**src/rtl/align_pkg.sv**
```systemverilog
package align_pkg;
  localparam int LANES = 4;
  localparam int OFF_W = $clog2(LANES);

  typedef enum logic [1:0] {
    SZ_BYTE = 2'd0,
    SZ_HALF = 2'd1,
    SZ_WORD = 2'd2,
    SZ_WIDE = 2'd3
  } acc_size_e;

  // Low-offset bits that must be zero for an access of this size.
  function automatic logic [OFF_W-1:0] span_mask(acc_size_e sz);
    case (sz)
      SZ_BYTE: span_mask = '0;
      SZ_HALF: span_mask = OFF_W'(1);
      default: span_mask = '1;
    endcase
  endfunction

  // First lane of the access after rounding down to its size boundary.
  function automatic logic [OFF_W-1:0] lane_base(logic [OFF_W-1:0] off, acc_size_e sz);
    lane_base = off & ~span_mask(sz);
  endfunction
endpackage

```
**src/rtl/align_check.sv**
```systemverilog
module align_check
  import align_pkg::*;
(
  input  logic [OFF_W-1:0] off_i,
  input  acc_size_e        size_i,
  output logic             misal_o,
  output logic [LANES-1:0] lanes_o
);
  logic [OFF_W-1:0] mask;
  logic [OFF_W-1:0] base;

  assign mask    = span_mask(size_i);
  assign base    = lane_base(off_i, size_i);
  assign misal_o = |(off_i & mask);

  // A lane is enabled when its index, with the in-span bits cleared, hits the base.
  for (genvar g = 0; g < LANES; g++) begin : g_lane
    localparam logic [OFF_W-1:0] LANE_IDX = OFF_W'(g);
    assign lanes_o[g] = ((LANE_IDX & ~mask) == base);
  end

  always_comb begin
    if (size_i == SZ_BYTE) begin
      AST_BYTE_NEVER_MISAL: assert (!misal_o);
    end
  end
endmodule

```
**src/rtl/align_outreg.sv**
```systemverilog
module align_outreg #(
  parameter int WADDR_W = 30,
  parameter int LANES_P = 4
) (
  input  logic               clk,
  input  logic               rst_n,
  input  logic               acc_i,
  input  logic               trap_i,
  input  logic [WADDR_W-1:0] waddr_i,
  input  logic [LANES_P-1:0] lanes_i,
  input  logic               bus_ready_i,
  output logic               bus_valid_o,
  output logic [WADDR_W-1:0] waddr_o,
  output logic [LANES_P-1:0] strobe_o,
  output logic               fault_o
);
  always_ff @(posedge clk) begin
    if (!rst_n) begin
      bus_valid_o <= 1'b0;
      waddr_o     <= '0;
      strobe_o    <= '0;
      fault_o     <= 1'b0;
    end else begin
      fault_o <= acc_i && trap_i;
      if (acc_i) begin
        bus_valid_o <= !trap_i;
        waddr_o     <= trap_i ? '0 : waddr_i;
        strobe_o    <= trap_i ? '0 : lanes_i;
      end else if (bus_ready_i) begin
        bus_valid_o <= 1'b0;
        strobe_o    <= '0;
      end
    end
  end

  AST_HOLD_ON_STALL: assert property (@(posedge clk) disable iff (!rst_n)
    bus_valid_o && !bus_ready_i |=> bus_valid_o && $stable(waddr_o) && $stable(strobe_o));

  AST_IDLE_NO_STROBE: assert property (@(posedge clk) disable iff (!rst_n)
    !bus_valid_o |-> strobe_o == '0);

  AST_FAULT_NOT_ISSUED: assert property (@(posedge clk) disable iff (!rst_n)
    fault_o |-> !bus_valid_o);

  AST_FAULT_ONE_CYCLE: assert property (@(posedge clk) disable iff (!rst_n)
    fault_o && !acc_i |=> !fault_o);
endmodule

```
**src/rtl/align_fault_latch.sv**
```systemverilog
module align_fault_latch #(
  parameter int ADDR_W = 32
) (
  input  logic              clk,
  input  logic              rst_n,
  input  logic              cap_i,
  input  logic [ADDR_W-1:0] addr_i,
  input  logic              fault_i,
  output logic [ADDR_W-1:0] addr_o
);
  always_ff @(posedge clk) begin
    if (!rst_n)     addr_o <= '0;
    else if (cap_i) addr_o <= addr_i;
  end

  AST_FAULT_ADDR_HOLD: assert property (@(posedge clk) disable iff (!rst_n)
    !fault_i |-> $stable(addr_o));
endmodule

```
**src/rtl/align_unit.sv**
```systemverilog
module align_unit
  import align_pkg::*;
#(
  parameter int ADDR_W = 32
) (
  input  logic                    clk,
  input  logic                    rst_n,
  input  logic                    req_valid,
  output logic                    req_ready,
  input  logic [ADDR_W-1:0]       req_addr,
  input  logic [1:0]              req_size,
  input  logic                    trap_en,
  output logic                    bus_valid,
  input  logic                    bus_ready,
  output logic [ADDR_W-OFF_W-1:0] bus_waddr,
  output logic [LANES-1:0]        bus_strobe,
  output logic                    fault,
  output logic [ADDR_W-1:0]       fault_addr
);
  localparam int WADDR_W = ADDR_W - OFF_W;

  logic             accept;
  logic             misal;
  logic             trap_hit;
  logic [LANES-1:0] lanes;

  assign req_ready = !bus_valid || bus_ready;
  assign accept    = req_valid && req_ready;
  assign trap_hit  = misal && trap_en;

  align_check u_check (
    .off_i   (req_addr[OFF_W-1:0]),
    .size_i  (acc_size_e'(req_size)),
    .misal_o (misal),
    .lanes_o (lanes)
  );

  align_outreg #(.WADDR_W(WADDR_W), .LANES_P(LANES)) u_outreg (
    .clk         (clk),
    .rst_n       (rst_n),
    .acc_i       (accept),
    .trap_i      (trap_hit),
    .waddr_i     (req_addr[ADDR_W-1:OFF_W]),
    .lanes_i     (lanes),
    .bus_ready_i (bus_ready),
    .bus_valid_o (bus_valid),
    .waddr_o     (bus_waddr),
    .strobe_o    (bus_strobe),
    .fault_o     (fault)
  );

  align_fault_latch #(.ADDR_W(ADDR_W)) u_flatch (
    .clk     (clk),
    .rst_n   (rst_n),
    .cap_i   (accept && trap_hit),
    .addr_i  (req_addr),
    .fault_i (fault),
    .addr_o  (fault_addr)
  );

  AST_STALL_BLOCKS_REQ: assert property (@(posedge clk) disable iff (!rst_n)
    bus_valid && !bus_ready |-> !req_ready);

  AST_ISSUE_FOLLOWS_ACCEPT: assert property (@(posedge clk) disable iff (!rst_n)
    $rose(bus_valid) |-> $past(req_valid));
endmodule

```
**config.mk**
```make
export PLATFORM = sky130hd
export DESIGN_NAME = align_unit
export DESIGN_NICKNAME = d
export VERILOG_FILES = /design/src/rtl/align_pkg.sv /design/src/rtl/align_check.sv /design/src/rtl/align_outreg.sv /design/src/rtl/align_fault_latch.sv /design/src/rtl/align_unit.sv
export SDC_FILE = /design/constraint.sdc
export NUM_CORES = 1
export LEC_CHECK = 0
export ABC_AREA = 1
export BUFFER_PORTS_ARGS = -buffer_cell sky130_fd_sc_hd__buf_2
export CAP_MARGIN = 20
export CORE_ASPECT_RATIO = 0.75
export CORE_MARGIN = 2
export CORE_UTILIZATION = 40
export DETAILED_ROUTE_END_ITERATION = 7
export PLACE_DENSITY_LB_ADDON = 0.25
export SETUP_SLACK_MARGIN = 0.15
export SYNTH_ARGS = -nofsm -noshare
export SYNTH_HDL_FRONTEND = slang
export SYNTH_HIERARCHICAL = 1
export SYNTH_SLANG_ARGS = --single-unit
export TNS_END_PERCENT = 30
```
**constraint.sdc**
```tcl
create_clock -name clk -period 1.05 [get_ports clk]
set_input_delay 0.21 -clock clk [delete_from_list [all_inputs] [get_ports clk]]
set_output_delay 0.21 -clock clk [all_outputs]
set_load 0.05 [all_outputs]
```
==> summary.txt, run 1 <==
Placed design
  • Placed Area: 0.00348 sq mm
  • HPWL Detailed: 5100 um
  • Gpl congestion: 0.805
  • PortBufs: 107
  • Post-Place Worst Slack: -320 ps

GRT
  • Number of global-route vias before repair: 2,894
  • GRT met1 Usage: 0.280
  • Busiest grt layer: met2
  • Antenna violations before repair: 0
  • GR Util met3: 0.0738
  • GR Overflow Total: 0
  • All-Layer GR Usage: 0.235
  • Largest net degree at the start of global routing: 29
  • M2 GR Usage: 0.397
  • First-pass GRT wire length: 13,900 um

Clocking
  • Number of CTS-inserted buffers: 9
  • TritonCTS sink count: 68
  • Clock Latency Late Sink: 330 ps
  • CTS tree: done
  • CTS Hold Bufs: 0
  • Clk buf depth: 2
  • Clock root buffer: clkbuf_8
  • Htree depth: 3
  • Clk slew on worst S/H paths: 80 ps

Synthesis
  • Post-synth EDFFs: 0
  • Synth warn: 6
  • Primary FF master, synth: dfxtp_1
  • Top cells by area, synth: dfxtp_1, nand2_1, nor2_1, a21oi_1, nand3_1
  • Synthesized flop and latch total: 68
  • Mapped Area: 0.00276 sq mm
  • Seq/Total Area, Yosys: 0.493
  • Share of the synthesized area in the top cell type: 0.493
  • Mapped Avg Cell Area: 7.29 sq um
  • Commonest cells in the synthesized netlist: nand2_1, dfxtp_1, nor2_1
  • Ys async rst share: 0
  • Most common cell in the synthesized netlist: nand2_1
  • Cells after Synth: 379
  • Post-synthesis net count: 418
  • Netlist cell types: 16
  • Cell taking the most area after synthesis: dfxtp_1

Worst setup path
  • Crit end category: register
  • CP Data Arrival Time: 1450 ps
  • Max FO, Critical Path: 22
  • Critical path class: register to register
  • FF-to-FF setup slack: -170 ps
  • CP startpoint kind: register
  • Critical Path RT: 1280 ps

Drt
  • DR WL/cell: 15.9 um
  • Drt first pass iters: 4
  • Post-route ant nets: 0
  • First-iteration detailed-routing DRC count: 166
  • Number of vias per cell: 4.88
  • DR vias: 2,935
  • Total Wirelength: 9580 um
  • Residual DRC count: 0

STA
  • Setup repair after global routing missed its margin: yes
  • Max transition margin: 0.852
  • Fin crit period: 1220 ps
  • Slew @ Worst Pin: 222 ps
  • Final worst slack: -170 ps
  • Fmax: 0.820 GHz
  • Final count of hold timing violations: 0
  • Fin crit share: 1.16
  • Slew Viols, Final: 0
  • Hold slack: 132 ps
  • Max Clock Skew: 8.18 ps
  • # setup viols final: 90

Run status
  • Status: finished, violations left
  • Violated checks: negative setup slack

Die
  • Die height: 76.0 um
  • Die Width: 99.9 um
  • Core Rows: 26
  • Initial core utilization: 0.410
  • DIE AREA: 0.00759 sq mm
  • # IOs: 108
  • Core Footprint: 0.00673 sq mm

Job
  • Max-Cap Viols: 0

Final layout
  • # nets final: 551
  • Share of layout cells above drive strength 1: 0.578
  • Area Growth Syn to Fin: 82.7%
  • N_diodes: 0
  • Fin util: 0.749
  • Final instance area: 0.00504 sq mm

Power and ir drop
  • Pwr Density: 1470 mW/mm^2
  • Leak pwr: 0.00227 uW
  • Max VDD drop: 0.923 mV

Min path
  • Worst min-delay path class: input port to register
-- metal layers --
metal  share of wire  vias to the layer above
li1                -                     1430
met1            0.40                     1375
met2            0.52                      118
met3           0.065                       12
met4           0.014                        0
met5               0                        -
-- flip-flops by register name (all words and copies together) (netlist names) --
signal	count
u_outreg/bus_valid_o	1
u_outreg/waddr_o	30
u_outreg/fault_o	1
u_flatch/addr_o	32
u_outreg/strobe_o	4
-- repair_timing --
item                                    CTS  global route
setup buffers                             6             2
endpoints found under the setup margin  137           137
pin swaps                                19            27
resized for setup                       292            64
gates cloned                              5             2
-- report_power, final --
group          internal, uW  switching (uW)  total, uW
clock network          1550            1020       2570
registers              2760             141       2900
logic                   831            1120       1950
-- kinds of logic after synthesis --
logic type	Yosys count	synth area share
flip-flops	68	0.493
AO/OA/AOI/OAI	40	0.0725
AND/OR/NAND/NOR	208	0.307
buffers and inverters	63	0.128
-- path summary, 6_finish.rpt --
check / start / end / cells after the start
max: u_outreg/bus_valid_o / u_flatch/addr_o[8] / 8
min: req_addr[22] / u_outreg/waddr_o[20] / 3
max reg2reg: u_outreg/bus_valid_o / u_flatch/addr_o[8] / 8
min reg2reg: u_outreg/strobe_o[3] / u_outreg/strobe_o[3] / 2
-- area by class of cell --
| class | instances | area [sq um] |
|---|---|---|
| repair buffers | 144 | 1740 |
| repair inverters | 1 | 11.3 |
| fillers | 488 | 1690 |
| well taps | 84 | 105 |
| multi-input cells | 248 | 1320 |
| flip-flops and latches | 68 | 1450 |
| clock buffers | 11 | 163 |
| inverters | 40 | 175 |
| clock inverters | 5 | 81.3 |
-- cell usage in the layout (no fill, tap or decap), drive strengths merged --
| master | count |
|---|---|
| nor3 | 1 |
| nand2 | 104 |
| buf | 142 |
| dfxtp | 68 |
| clkinv | 2 |
| clkbuf | 13 |
| inv | 41 |
| clkinvlp | 1 |
| nand3 | 34 |
| bufinv | 2 |
| a21oi | 40 |
| nor2 | 69 |
-- critical path, stage by stage (launching register included) --
cell and delay [ps]:
dfxtp_4 370, nand2_8 70, nand2_8 80, nor2_4 120, buf_4 130, buf_12 150
nand2_1 80, nand2_1 70, nor2_1 40
-- through the flow --
stage,power [uW],std cells,setup TNS (ps)
2_1_floorplan,3820,379,-12450
3_3_place_gp,4190,570,-14380
3_5_place_dp,4200,570,-16870
4_1_cts,7280,597,-5330
5_1_grt,7700,601,-11300
6_report,7420,601,-6460
Power figures use the tool's default switching activity.
==> inputs of run 2 (changes only) <==
- BUFFER_PORTS_ARGS: -buffer_cell sky130_fd_sc_hd__buf_2 -> not set
- DONT_BUFFER_PORTS: not set -> 1
- SYNTH_HIERARCHICAL: 1 -> not set
==> run 2 against run 1 <==
- the run ends with negative hold slack, negative setup slack left
- total power fell by 8.7%
- final cell count fell by 5.2%
- synthesized area rose by 1.0%
- critical endpoint is now u_flatch.addr_o[25]
- via count rose by 1.8%
- largest cell class unchanged
- highest routed layer unchanged
- critical path depth did not move
- count of clock-buffer cells in the layout fell by 1
- fmax fell by 7.6%
- combinational power barely moved
==> summary.txt, run 2 <==
Final layout
  • Commonest non-fill, non-tap cell in the layout: dfxtp_2
  • Max FFs per register: 32
  • # nets final: 520
  • Largest Register: u_flatch.addr_o
  • Top flop regs: u_flatch.addr_o x32, u_outreg.waddr_o x30, u_outreg.strobe_o x4
  • Commonest cells after routing, fill and taps aside: dfxtp_2, nand2_1, buf_8
  • N_diodes: 0
  • Share of layout cells above drive strength 1: 0.504
  • Final cell count without fillers: 570
  • Area Growth Syn to Fin: 77.6%

Clocking
  • Clock Latency Late Sink: 340 ps
  • CTS tree: done
  • TritonCTS sink count: 68
  • Number of CTS-inserted buffers: 9
  • Clk slew on worst S/H paths: 80 ps
  • Htree depth: 3
  • CTS Hold Bufs: 10
  • Clock root buffer: clkbuf_8
  • Clk buf depth: 2

Die
  • Core Rows: 26
  • Die Width: 100 um
  • Initial core utilization: 0.410
  • Die height: 76.3 um
  • Core Footprint: 0.00680 sq mm
  • # IOs: 108
  • DIE AREA: 0.00767 sq mm

Power and ir drop
  • Leak pwr: 0.00216 uW
  • Post-layout total power: 6770 uW
  • Max VDD drop: 0.909 mV
  • Pwr Density: 1370 mW/mm^2

Min path
  • Worst min-delay path class: input port to register

STA
  • Slew @ Worst Pin: 393 ps
  • Slew Viols, Final: 0
  • Setup repair after global routing missed its margin: yes
  • # setup viols final: 98
  • Max Clock Skew: 6.98 ps
  • Final count of hold timing violations: 27
  • Fin crit share: 1.26
  • Max transition margin: 0.738
  • Setup TNS: -13,260 ps
  • Fin crit period: 1320 ps
  • Final worst slack: -270 ps
  • Hold slack: -19.5 ps
  • Fmax: 0.757 GHz

Worst setup path
  • Max FO, Critical Path: 4
  • CP Data Arrival Time: 1590 ps
  • Critical path class: register to register
  • CP cell instances: a21boi_4 > inv_2 > nor2_4 > buf_6 > buf_6 > clkbuf_16 > nor2_1 > nor2_1
  • CP startpoint kind: register
  • Critical Path RT: 1320 ps
  • Crit end category: register
  • Critical path's largest stage delay: 360 ps
  • Slowest cell on crit path: dfxtp_4

Placed design
  • Post-Place Worst Slack: -135 ps
  • HPWL Detailed: 5250 um
  • Gpl congestion: 0.848
  • Placed insts: 521
  • PortBufs: 0

Synthesis
  • Cell taking the most area after synthesis: dfxtp_1
  • Commonest cells in the synthesized netlist: nand2_1, dfxtp_1, nor2_1
  • Netlist cell types: 18
  • Mapped Area: 0.00279 sq mm
  • Seq/Total Area, Yosys: 0.488
  • Top cells by area, synth: dfxtp_1, nand2_1, nor2_1, nand4_1, a21oi_1
  • Most common cell in the synthesized netlist: nand2_1
  • Post-synthesis net count: 420
  • Primary FF master, synth: dfxtp_1
  • Share of the synthesized area in the top cell type: 0.488
  • Mapped Avg Cell Area: 7.32 sq um
  • Synth warn: 0
  • Post-synth EDFFs: 0
  • Cells after Synth: 381
  • Ys async rst share: 0
  • Synthesized flop and latch total: 68

Run status
  • Violated checks: negative hold slack, negative setup slack
  • Status: finished, violations left

Drt
  • Post-route ant nets: 0
  • Number of vias per cell: 5.24
  • DR WL/cell: 17.0 um
  • Total Wirelength: 9680 um
  • First-iteration detailed-routing DRC count: 166
  • Residual DRC count: 0
  • DR vias: 2,987
  • Drt first pass iters: 4

GRT
  • Antenna violations before repair: 0
  • Number of global-route vias before repair: 2,969
  • GR Overflow Total: 0
  • First-pass GRT wire length: 14,900 um
  • Largest net degree at the start of global routing: 37
  • All-Layer GR Usage: 0.250

Job
  • Max-Cap Viols: 0
[run 2: area by class of cell]
| cell class | count | area, sq um |
|---|---|---|
| Clock buffer | 10 | 138 |
| Clock inverter | 6 | 38.8 |
| Fill cell | 499 | 1840 |
| Inverter | 36 | 135 |
| Multi-Input combinational cell | 248 | 1340 |
| Sequential cell | 68 | 1460 |
| Tap cell | 84 | 105 |
| Timing Repair Buffer | 118 | 1730 |
[run 2: cells by family (layout without fill, tap and decap cells)]
family / count (synthesis) / in the layout / synth area share
and+or+nand+nor: 208 / 208 / 0.336
DFF: 68 / 68 / 0.488
buffers and inverters: 65 / 170 / 0.0996
AOI/OAI and AO/OA: 40 / 40 / 0.0767
[run 2: final timing paths]
check,depth (start not counted),endpoint,slack [ps],from
setup / recovery,8,u_flatch.addr_o[25],-270,u_outreg.bus_valid_o
hold / removal,2,u_flatch.addr_o[9],-20,rst_n
setup reg to reg,8,u_flatch.addr_o[25],-270,u_outreg.bus_valid_o
hold reg to reg,2,u_flatch.addr_o[1],470,u_flatch.addr_o[1]
[run 2: power by group]
group	switching (uW)	total, uW	internal (uW)
Clock	1040	1950	913
Combinational	1090	1940	846
Sequential	136	2880	2750
[run 2: stage by stage]
step / hold WS, ps / util / instance area, sq um
after detailed placement: 341 / 0.512 / 3480
after global placement: 339 / 0.512 / 3480
after floorplan: 371 / - / 2830
final: -19.5 / 0.729 / 4950
after global routing: -42.1 / 0.729 / 4950
after CTS: -44.4 / 0.688 / 4680
[run 2: per-layer routing]
| metal | vias to the layer above | wire (um) | part of all wire | track usage |
|---|---|---|---|---|
| met1 | 1395 | 3890 | 0.40 | 0.323 |
| met3 | 4 | 934 | 0.096 | 0.0780 |
| met2 | 153 | 4820 | 0.50 | 0.400 |
| met4 | 0 | 38 | 0.0039 | 0.0726 |
| li1 | 1435 | - | - | - |
| met5 | - | 0 | 0 | 0 |
[run 2: timing repair]
action,CTS,global route
pin swaps,14,11
gates resized for setup,214,66
setup endpoints to repair,137,137
cloned,7,2
hold endpoints to repair,42,27
setup buffers,13,1
[run 2: critical path, delay by kind of cell, from the launching register on]
family | cells | cell delay (ps)
compound gates | 1 | 200
buf+inv | 4 | 460
flops | 1 | 360
simple gates | 3 | 240
==> inputs of run 3 (changes only) <==
- HOLD_SLACK_MARGIN: not set -> 0.03
==> run 3 against run 2 <==
- the run still ends with negative hold slack, negative setup slack left
- sequential cell count is the same
- critical path depth fell by 1
- final area increased by 9.9%
- routed wire length is 11% higher
- global-route usage is 1.2 points higher
- sequential share of layout area shrank 2.0 points
- total power increased by 3.3%
- via count up 6.5%
- clock power is essentially flat
- fmax fell by 3.8%
==> summary.txt, run 3 (synthesis gave the netlist of run 2 again) <==
STA
  • Fin crit share: 1.31
  • Hold slack: -29.3 ps
  • Final count of hold timing violations: 32
  • Max transition margin: 0.711
  • # setup viols final: 123
  • Final worst slack: -323 ps
  • Fmax: 0.728 GHz
  • Slew Viols, Final: 0
  • Setup repair after global routing missed its margin: yes
  • Max Clock Skew: 8.30 ps
  • Fin crit period: 1370 ps
  • Slew @ Worst Pin: 433 ps

Die
  • Die height: 76.3 um
  • Core Footprint: 0.00680 sq mm
  • # IOs: 108
  • Core Rows: 26
  • Die Width: 100 um
  • DIE AREA: 0.00767 sq mm
  • Initial core utilization: 0.410

Clocking
  • Clk slew on worst S/H paths: 80 ps
  • Htree depth: 3
  • Clk buf depth: 2
  • CTS Hold Bufs: 30
  • Clock root buffer: clkbuf_8
  • Clock Latency Late Sink: 350 ps
  • Number of CTS-inserted buffers: 9
  • TritonCTS sink count: 68
  • CTS tree: done

Drt
  • Total Wirelength: 10,800 um
  • Number of vias per cell: 5.34
  • DR vias: 3,180
  • Post-route ant nets: 0
  • Residual DRC count: 0
  • Drt first pass iters: 5
  • First-iteration detailed-routing DRC count: 220
  • DR WL/cell: 18.1 um

GRT
  • First-pass GRT wire length: 15,700 um
  • GR Util met3: 0.0752
  • All-Layer GR Usage: 0.261
  • Largest net degree at the start of global routing: 37
  • GRT met1 Usage: 0.333
  • Antenna violations before repair: 0
  • GR Overflow Total: 0
  • Number of global-route vias before repair: 3,136
  • M2 GR Usage: 0.431
  • Busiest grt layer: met2

Run status
  • Status: finished, violations left
  • Violated checks: negative hold slack, negative setup slack

Final layout
  • Final instance area: 0.00545 sq mm
  • N_diodes: 0
  • Area occupied by multi-input gates: 0.00150 sq mm
  • Largest Register: u_flatch.addr_o
  • Fillers: 426
  • # nets final: 545
  • Top flop regs: u_flatch.addr_o x32, u_outreg.waddr_o x30, u_outreg.strobe_o x4
  • Max FFs per register: 32
  • Commonest cells after routing, fill and taps aside: buf_8, nor2_1, dfxtp_2
  • Seq. cell area: 0.00150 sq mm
  • Share of layout cells above drive strength 1: 0.544
  • Area Growth Syn to Fin: 95.2%
  • Commonest non-fill, non-tap cell in the layout: buf_8

Power and ir drop
  • Max VDD drop: 0.933 mV
  • Leak pwr: 0.00240 uW
  • Clock network fraction of total power: 0.283
  • Pwr Density: 1280 mW/mm^2
  • Switching Share: 0.342
  • Post-layout total power: 7000 uW
  • Pint: 4610 uW
  • Combinational group share of total power: 0.305
  • NetSw: 2390 uW
  • Flop pwr share: 0.412

Placed design
  • PortBufs: 0
  • Gpl congestion: 0.848
  • Placed Area: 0.00348 sq mm
  • HPWL Detailed: 5250 um

Worst setup path
  • CP startpoint kind: register
  • CP Data Arrival Time: 1640 ps
  • Critical Path RT: 1310 ps
  • Max FO, Critical Path: 6
  • Crit end category: register
  • Critical path class: register to register

Job
  • Max-Cap Viols: 0

Min path
  • Worst min-delay path class: input port to register
-- run 3: routing by layer --
layer / vias to the layer above / wire length [um]
met2: 167 / 5370
met5: - / 0
met1: 1508 / 4270
met4: 0 / 140
met3: 19 / 974
li1: 1486 / -
-- run 3: layout make-up --
type / count / share of cell area
multi-input cells: 248 / 0.275
inverters: 36 / 0.0248
repair buffers: 143 / 0.373
well taps: 84 / 0.0193
clock buffers: 10 / 0.0253
clock inverters: 6 / 0.00712
flip-flops and latches: 68 / 0.275
-- run 3: what timing repair did --
item                                   4_1_cts  5_1_grt
setup buffers                               13        4
cloned                                       7        4
setup endpoints to repair                  137      137
resized for setup                          214      130
pin swaps                                   14       16
endpoints found under the hold margin       62       32
-- run 3: metrics by stage --
| step | util | hold WS [ps] | std cells | worst slack, ps | TNS, ps |
|---|---|---|---|---|---|
| final | 0.801 | -29.3 | 595 | -323 | -18670 |
| after global routing | 0.801 | -41.8 | 595 | -364 | -22800 |
| after CTS | 0.717 | -44.4 | 587 | -243 | -13450 |
| after detailed placement | 0.512 | 341 | 521 | -135 | -5580 |
| after global placement | 0.512 | 339 | 521 | -105 | -3600 |
| after floorplan | - | 371 | 381 | -96.1 | -4700 |
-- run 3: path summary, 6_finish.rpt --
kind	from	end	slack (ps)	cells past startpoint
max	u_outreg.bus_valid_o	u_outreg.strobe_o[0]	-320	7
min	rst_n	u_flatch.addr_o[11]	-30	2
max reg2reg	u_outreg.bus_valid_o	u_outreg.strobe_o[0]	-320	7
min reg2reg	u_flatch.addr_o[27]	u_flatch.addr_o[27]	480	2
-- run 3: worst max-delay path, cell delays in order (launching register included) --
cell,delay [ps]
dfxtp_4,370
a21boi_4,210
buf_4,140
buf_6,110
buf_6,100
buf_6,110
nand3_1,90
a21oi_1,170
-- run 3: power by group through the flow --
stage                     combinational, uW  clock (uW)  sequential [uW]
after floorplan                         487           0             3360
after global placement                 1350           0             2850
after detailed placement               1370           0             2860
after CTS                              1860        2000             2870
after global routing                   2230        2110             2900
final                                  2140        1980             2880
